==> config.mk <==
export PLATFORM = sky130hd
export DESIGN_NAME = pcm_shifter
export DESIGN_NICKNAME = d
export VERILOG_FILES = /design/src/rtl/pcm_shifter_pkg.sv /design/src/rtl/pcm_tx_lane.sv /design/src/rtl/pcm_rx_lane.sv /design/src/rtl/pcm_shifter.sv
export SDC_FILE = /design/constraint.sdc
export NUM_CORES = 1
export LEC_CHECK = 0
export ABC_AREA = 1
export BUFFER_PORTS_ARGS = -buffer_cell sky130_fd_sc_hd__buf_2
export CORE_UTILIZATION = 40
export DETAILED_ROUTE_END_ITERATION = 8
export HOLD_SLACK_MARGIN = 0.06
export SYNTH_ARGS = -nofsm -noshare
export SYNTH_HDL_FRONTEND = slang
export SYNTH_SLANG_ARGS = --single-unit
==> constraint.sdc <==
create_clock -name clk -period 2.95 [get_ports clk]
set_input_delay 0.885 -clock clk [delete_from_list [all_inputs] [get_ports clk]]
set_output_delay 0.885 -clock clk [all_outputs]
set_load 0.01 [all_outputs]
==> src/rtl/pcm_shifter_pkg.sv <==
package pcm_shifter_pkg;
  localparam int DEF_SAMPLE_W = 16;
  localparam int DEF_POS_W    = 6;
endpackage

==> src/rtl/pcm_tx_lane.sv <==
module pcm_tx_lane #(
  parameter int SAMPLE_W = pcm_shifter_pkg::DEF_SAMPLE_W
) (
  input  logic                clk,
  input  logic                rst,
  input  logic                active,
  input  logic                late,
  input  logic                launch_stb,
  input  logic                fsync,
  input  logic [SAMPLE_W-1:0] data_in,
  input  logic                data_valid,
  output logic                data_take,
  output logic                sdo,
  output logic                starve
);
  localparam int REM_W = $clog2(SAMPLE_W + 1);

  logic [SAMPLE_W-1:0] shreg;
  logic [REM_W-1:0]    remain;
  logic [SAMPLE_W-1:0] frame_word;

  assign data_take  = active & launch_stb & fsync;
  assign frame_word = data_valid ? data_in : '0;

  always_ff @(posedge clk) begin
    if (rst) begin
      sdo    <= 1'b0;
      shreg  <= '0;
      remain <= '0;
      starve <= 1'b0;
    end else begin
      starve <= 1'b0;
      if (launch_stb) begin
        if (!active) begin
          sdo    <= 1'b0;
          remain <= '0;
        end else if (fsync) begin
          starve <= !data_valid;
          if (late) begin
            sdo    <= 1'b0;
            shreg  <= frame_word;
            remain <= REM_W'(SAMPLE_W);
          end else begin
            sdo    <= frame_word[SAMPLE_W-1];
            shreg  <= {frame_word[SAMPLE_W-2:0], 1'b0};
            remain <= REM_W'(SAMPLE_W - 1);
          end
        end else if (remain != '0) begin
          sdo    <= shreg[SAMPLE_W-1];
          shreg  <= {shreg[SAMPLE_W-2:0], 1'b0};
          remain <= remain - 1'b1;
        end else begin
          sdo <= 1'b0;
        end
      end
    end
  end

  // serial output moves only after a launch strobe
  p_sdo_on_launch_r11: assert property (@(posedge clk) disable iff (rst)
    !$past(launch_stb) |-> $stable(sdo));

  // an inactive lane goes quiet at its launch strobe
  p_quiet_when_off_r5: assert property (@(posedge clk) disable iff (rst)
    $past(launch_stb && !active) |-> (sdo == 1'b0));

  // starve follows a frame start of an active lane
  p_starve_at_frame_r7: assert property (@(posedge clk) disable iff (rst)
    starve |-> $past(launch_stb && fsync && active && !data_valid));
endmodule

==> src/rtl/pcm_rx_lane.sv <==
module pcm_rx_lane #(
  parameter int SAMPLE_W = pcm_shifter_pkg::DEF_SAMPLE_W,
  parameter int POS_W    = pcm_shifter_pkg::DEF_POS_W
) (
  input  logic              clk,
  input  logic              rst,
  input  logic              active,
  input  logic              late,
  input  logic              launch_stb,
  input  logic              sample_stb,
  input  logic              fsync,
  input  logic              sdi,
  input  logic              word_ready,
  output logic [SAMPLE_W:0] word_out,
  output logic              ovf
);
  localparam logic [POS_W-1:0] WIN_LEN = POS_W'(SAMPLE_W);

  logic                sync_period;
  logic [POS_W-1:0]    pos_q;
  logic [POS_W-1:0]    pos_now;
  logic [POS_W-1:0]    win_lo;
  logic                in_window;
  logic                last_bit;
  logic [SAMPLE_W-1:0] shreg;

  always_comb begin
    pos_now   = sync_period ? '0 : pos_q;
    win_lo    = POS_W'(late);
    in_window = (pos_now >= win_lo) && (pos_now < win_lo + WIN_LEN);
    last_bit  = (pos_now == win_lo + WIN_LEN - 1'b1);
  end

  always_ff @(posedge clk) begin
    if (rst) begin
      sync_period <= 1'b0;
      pos_q       <= '1;
      shreg       <= '0;
      word_out    <= '0;
      ovf         <= 1'b0;
    end else begin
      ovf <= 1'b0;
      if (launch_stb) sync_period <= fsync;
      if (word_out[SAMPLE_W] && word_ready) word_out[SAMPLE_W] <= 1'b0;
      if (sample_stb) begin
        pos_q <= (pos_now == '1) ? pos_now : pos_now + 1'b1;
        if (active && in_window) begin
          shreg <= {shreg[SAMPLE_W-2:0], sdi};
          if (last_bit) begin
            if (word_out[SAMPLE_W] && !word_ready) ovf <= 1'b1;
            else word_out <= {1'b1, shreg[SAMPLE_W-2:0], sdi};
          end
        end
      end
    end
  end

  // an unaccepted word stays put
  p_valid_hold_r8: assert property (@(posedge clk) disable iff (rst)
    (word_out[SAMPLE_W] && !word_ready) |=> (word_out[SAMPLE_W] && $stable(word_out)));

  // overflow leaves the presented word untouched
  p_no_overwrite_r9: assert property (@(posedge clk) disable iff (rst)
    ovf |-> (word_out[SAMPLE_W] && $stable(word_out)));

  // no overflow from an inactive receiver
  p_ovf_only_active_r5: assert property (@(posedge clk) disable iff (rst)
    ovf |-> $past(active));
endmodule

==> src/rtl/pcm_shifter.sv <==
module pcm_shifter #(
  parameter int SAMPLE_W = pcm_shifter_pkg::DEF_SAMPLE_W,
  parameter int POS_W    = pcm_shifter_pkg::DEF_POS_W
) (
  input  logic              clk,
  input  logic              rst,
  input  logic              glb_en,
  input  logic              tx_en,
  input  logic              rx_en,
  input  logic              tx_late,
  input  logic              rx_late,
  input  logic              launch_stb,
  input  logic              sample_stb,
  input  logic              fsync,
  input  logic [SAMPLE_W-1:0] tx_data,
  input  logic              tx_valid,
  output logic              tx_ready,
  output logic              sdo,
  output logic              tx_starve,
  input  logic              sdi,
  output logic [SAMPLE_W:0] rx_word,
  output logic              rx_valid,
  input  logic              rx_ready,
  output logic              rx_ovf
);
  logic tx_active;
  logic rx_active;

  assign tx_active = glb_en & tx_en;
  assign rx_active = glb_en & rx_en;

  pcm_tx_lane #(.SAMPLE_W(SAMPLE_W)) tx_lane_i (
    .clk        (clk),
    .rst        (rst),
    .active     (tx_active),
    .late       (tx_late),
    .launch_stb (launch_stb),
    .fsync      (fsync),
    .data_in    (tx_data),
    .data_valid (tx_valid),
    .data_take  (tx_ready),
    .sdo        (sdo),
    .starve     (tx_starve)
  );

  pcm_rx_lane #(.SAMPLE_W(SAMPLE_W), .POS_W(POS_W)) rx_lane_i (
    .clk        (clk),
    .rst        (rst),
    .active     (rx_active),
    .late       (rx_late),
    .launch_stb (launch_stb),
    .sample_stb (sample_stb),
    .fsync      (fsync),
    .sdi        (sdi),
    .word_ready (rx_ready),
    .word_out   (rx_word),
    .ovf        (rx_ovf)
  );

  assign rx_valid = rx_word[SAMPLE_W];

  // a take never happens on an idle transmitter or outside a frame start
  p_take_at_sync_r6: assert property (@(posedge clk) disable iff (rst)
    tx_ready |-> (glb_en && tx_en && fsync && launch_stb));
endmodule

== Word-level counts from Yosys, hierarchy flattened ==
Index checks and enable logic that the tools add are counted.

* Output and inout bits: 22
* Bits of input ports: 29
* Word-level logic and storage cells: 64
* Register bits: 63

* Multiplexer cells: 20
* Add/subtract/negate cells: 4
* Reduce and logical (&&, ||, !) cells: 14
* Bitwise logic cells: 11
* Magnitude comparators: 2
* Equal/unequal tests: 3

{| class="wikitable"
|+ Operator list
! operator !! number
|-
| two-way mux 17 bit || 4
|-
| two-way mux 16 bit || 4
|-
| two-way mux 5 bit || 4
|-
| two-way mux 6 bit || 2
|-
| OR reduction 4 bit || 2
|-
| inverter 1 bit || 7
|-
| adder 1 x 5 -> 6 bit (second input constant) || 1
|-
| adder 6 x 1 -> 6 bit (second input constant) || 1
|-
| == test 6 bit || 1
|-
| == test 6 bit (second input constant) || 1
|-
| >= comparator 6 x 1 -> 1 bit || 1
|-
| < comparator 6 bit || 1
|-
| two-way mux 1 bit || 6
|-
| subtractor 6 x 1 -> 6 bit (second input constant) || 1
|-
| nonzero test 5 bit || 1
|-
| subtractor 5 x 1 -> 5 bit (second input constant) || 1
|-
| AND 1 bit || 4
|-
| logical AND 1 bit || 4
|-
| AND reduction 2 bit || 2
|-
| AND reduction 4 bit || 1
|-
| inequality test 3 bit (second input constant) || 1
|-
| AND reduction 3 bit || 1
|-
| zero test 1 bit || 2
|-
| nonzero test 2 bit || 1
|}

== Logic depth before layout (Yosys ltp) ==
* Word-level depth: 6
* Depth in mapped cells: 13
* Gate-level depth less buffers: 12

== Cells and area by module ==
A second synthesis with hierarchy kept.

* Cell total of the unflattened synthesis: 482
* Area total of the unflattened synthesis: 3340.7 µm²

{| class="wikitable"
|+ Modules (own cells, without submodules)
! module !! cells each !! times used !! seq. area each (µm²) !! area an instance (µm²)
|-
| pcm_rx_lane || 257 || 1 || 800.8 || 1848.0
|-
| pcm_tx_lane || 220 || 1 || 460.4 || 1470.2
|-
| pcm_shifter || 5 || 1 || 0.0 || 22.5
|}

== Least setup slack after synthesis ==
No wires, ideal clock.

* Path type: input port to flip-flop
* Start: input rx_late
* End: register rx_lane_i.word_out[5]
* Library setup time: 0.113 ns
* Path slack: 0.822 ns
* Arrival: 2.016 ns
* Stages on the path: 10
* Path buffers: 1
* Data required time: 2.837 ns
* Cell sequence: ha_1 > inv_1 > nand2_1 > nor2_1 > nand3_2 > a21oi_4 > buf_4 > nand3_1 > nand2_1 > nor2_1

* Word-level cells in the longest chain between the ends: 5
* Elaborated cells between the ends (all ways): 8
* Classes of those cells: add/sub: 2; order compare: 2; eq/ne: 1; reduce/logical: 3

{| class="wikitable"
|+ Ends and longest elaborated chain
! item !! line !! RTL
|-
| start: declaration || pcm_shifter.sv:11 || <nowiki>input logic rx_late,</nowiki>
|-
| parallel branches: the longest is 4 deep, another holds adder 1 x 5 -> 6 bit || n/a ||
|-
| AND reduction 4 bit (no line) * || n/a ||
|-
| end signal: assignment || pcm_rx_lane.sv:51 || <nowiki>else word_out <= {1'b1, shreg[SAMPLE_W-2:0], sdi};</nowiki>
|-
| end: declaration || pcm_rx_lane.sv:14 || <nowiki>output logic [SAMPLE_W:0] word_out,</nowiki>
|}

Every way passes the cells marked *.
A chain may end at the register's enable or synchronous reset.

== Final worst setup path ==
* Start: input launch_stb
* End: output tx_ready

* Word-level cells in the longest chain between the ends: 2

{| class="wikitable"
|+ Ends and longest elaborated chain
! item !! line !! RTL
|-
| start: declaration || pcm_shifter.sv:12 || <nowiki>input logic launch_stb,</nowiki>
|-
| AND 1 bit (2 in a row) || pcm_tx_lane.sv:22 || <nowiki>assign data_take = active & launch_stb & fsync;</nowiki>
|-
| end: declaration || pcm_shifter.sv:17 || <nowiki>output logic tx_ready,</nowiki>
|}

No other way between the ends.

==> results.txt <==
DRC Markers -> 0
CTS Buf Count -> 9
wire length per cell -> 11.2 um
die span in x -> 87.6 um
Top FF cell, synth -> dfxtp_1
drt pass-1 iters -> 4
CP delay by family, top -> buffers and inverters
pin count of the biggest net entering global routing -> 31
total core area -> 6940 sq um
CP arrival -> 1.45 ns
Post-CTS Setup Inserts -> 0
Peak supply drop -> 0.000206 V
vias in the first global route -> 2,383
TritonCTS clock tree -> built
ant diodes -> 0
Final Critical Period -> 2.34 ns
total number of H-tree levels -> 3
fin cells -> 557
RSZ-0062 raised after global routing -> false
Cell Pwr Density -> 512 nW/um^2
final hold vios -> 0
slowest CP cell -> nor2_1
CP Launch Type -> input port
Die Y-Extent -> 87.6 um
Max Slew Vio Count -> 0
Placement Rows -> 30
CP endpoint kind -> primary output
Slew headroom -> 46.3%
nets -> 487
GRT Residual Overflow -> 0
Max-Cap Viols -> 0
initial drt markers -> 121
Mapped Area -> 2930 sq um
first-pass GRT wire length -> 10,600 um
Final HPWL DP -> 4330 um
antenna violations before repair -> 0
Buf/Inv on CP -> 4
status -> complete, no violations
# resized after CTS -> 0
upper clock frequency limit -> 0.428 GHz
Reg2Reg Setup Slack -> 0.91 ns
critical path's largest stage delay -> 0.15 ns
#FFs+latches synth -> 63
Post-synth top cells -> 69 x nand2_1, 63 x dfxtp_1, 60 x nor2_1
Skew-Pair Late Insertion Delay -> 0.34 ns
Post-synth EDFFs -> 0
worst hold path type -> reg2reg
routed wire length -> 6240 um
period utilization -> 79.3%
vias -> 2,703
CP required -> 2.07 ns
synthesized area per cell -> 7.11 sq um
Initial Utilization -> 42.2%
Async SR Flop Fraction -> 0%
Sink Count -> 63
sequential fraction of the synthesis area -> 43.0%
fraction of layout cells with a size suffix above 1 -> 18.9%
dominant cells by area after synthesis -> dfxtp_1 43%, nand2_1 8.8%, a21oi_1 8.2%
RD Place Congestion -> 0.829
full die area -> 7670 sq um
Warnings, synthesis -> 0
syn nets -> 443
Hold Startpoint -> tx_lane_i.sdo$_SDFFE_PP0P_
IO Count -> 51
layout-stage area growth over the synthesis result -> 16.4%
WS Path Type -> in2out
Post-Syn Instances -> 412
Slew @ Worst Pin -> 0.803 ns
worst-path fanout max -> 4
IO buf count -> 50
CTS Root Cell -> clkbuf_8
Final Setup Violations -> 0
skew final -> 0.00820 ns
critical register-to-register path endpoint -> rx_lane_i.word_out[10]$_SDFFE_PP0P_
Yosys top cell by area -> dfxtp_1
setup TNS -> 0 ns
ANT nets after route -> 0
Synth top area share -> 43.0%
Pwr Total -> 1740 uW
reg2reg path depth -> 11
WHS Path Cells -> 2
Synth cell types -> 31
GRT Resource Usage Total -> 17.6%
crit-path cells -> buf_2, inv_1, nor2_1, nand2_1, inv_1, buf_2
Inst Count DP -> 541
hold worst-path end -> tx_lane_i.sdo$_SDFFE_PP0P_
vias per std cell -> 4.85
Leakage -> 0.00151 uW
CTS clk-pin slew, worst paths -> 0.07 ns
worst reg2reg path startpoint -> rx_lane_i.sync_period$_SDFFE_PP0P_
count leader, synth -> nand2_1
CTS Buffer Depth -> 2
Post-CTS Hold Fix Bufs -> 0
-- final cells by class --
type / instances / area [sq um]
multi-input cells: 281 / 1380
clock inverters: 7 / 47.5
well taps: 96 / 120
flip-flops and latches: 63 / 1260
clock buffers: 9 / 124
repair buffers: 55 / 300
inverters: 46 / 175
fillers: 729 / 3530
-- flip-flops by register name, indices dropped and copies added (netlist names) --
name,count
tx_lane_i.sdo,1
rx_lane_i.word_out,17
tx_lane_i.starve,1
tx_lane_i.shreg,16
rx_lane_i.sync_period,1
rx_lane_i.ovf,1
rx_lane_i.shreg,15
rx_lane_i.pos_q,6
tx_lane_i.remain,5
-- tightest hold or removal path: cells and delay by family (launching register included) --
kind             cells  cell delay (ns)
flip-flops           1             0.31
AO/OA/AOI/OAI        1             0.05
AND/OR/NAND/NOR      1             0.06
-- per-stage QoR --
step	setup WS, ns	utilization (%)	hold WS (ns)	instance area [sq um]
4_1_cts	0.603	49.1	0.467	3410
3_5_place_dp	0.359	46.6	0.456	3240
6_report	0.612	49.1	0.466	3410
2_1_floorplan	0.822	-	0.430	2930
5_1_grt	0.478	49.1	0.479	3410
3_3_place_gp	0.490	46.6	0.452	3240
-- layer usage --
layer  track usage, %  part of all wire [%]  routed length, um
met3             4.43                   4.4                272
met5                0                     0                  0
met1             23.0                    50               3110
met2             28.3                    45               2790
met4             5.96                   1.0                 64
-- worst max-delay path by stage --
| stage | slack (ns) | end | cells after the start | start |
|---|---|---|---|---|
| after CTS | 0.60 | tx_ready | 6 | launch_stb |
| after global placement | 0.49 | rx_lane_i.word_out[3]$_SDFFE_PP0P_ | 10 | rx_late |
| final | 0.61 | tx_ready | 6 | launch_stb |
| after global routing | 0.48 | tx_lane_i.shreg[12]$_SDFFE_PP0P_ | 7 | fsync |
| after detailed placement | 0.36 | tx_lane_i.shreg[12]$_SDFFE_PP0P_ | 7 | fsync |
| after floorplan | 0.82 | rx_lane_i.word_out[5]$_SDFFE_PP0P_ | 10 | rx_late |
-- layout by cell type, fill, tap and decap left out, types with 4 or more instances in the layout --
| master | Yosys | layout |
|---|---|---|
| a21oi_1 | 48 | 48 |
| a221oi_1 | 11 | 11 |
| buf_2 | 6 | 50 |
| buf_4 | 2 | 4 |
| clkbuf_8 | 0 | 9 |
| dfxtp_1 | 63 | 63 |
| inv_1 | 43 | 43 |
| nand2_1 | 69 | 69 |
| nand2_2 | 4 | 4 |
| nand3_1 | 22 | 22 |
| nor2_1 | 60 | 60 |
| o21ai_0 | 38 | 38 |
| o21ai_1 | 6 | 6 |
-- logic make-up (layout without fill, tap and decap cells) --
| group | after synthesis | after routing | synth area share (%) |
|---|---|---|---|
| AO/OA/AOI/OAI | 111 | 111 | 21.5 |
| XOR/XNOR | 2 | 2 | 0.598 |
| adder cells (fa/ha/maj) | 2 | 2 | 0.854 |
| buffers and inverters | 68 | 117 | 9.82 |
| flip-flops | 63 | 63 | 43.0 |
| AND/OR/NAND/NOR | 166 | 166 | 24.2 |
-- where the power goes --
group          total (uW)  internal, uW  switching [uW]
Sequential            890           874            15.3
Combinational         203          75.5             128
Clock                 652           304             348
Power figures use the tool's default switching activity.
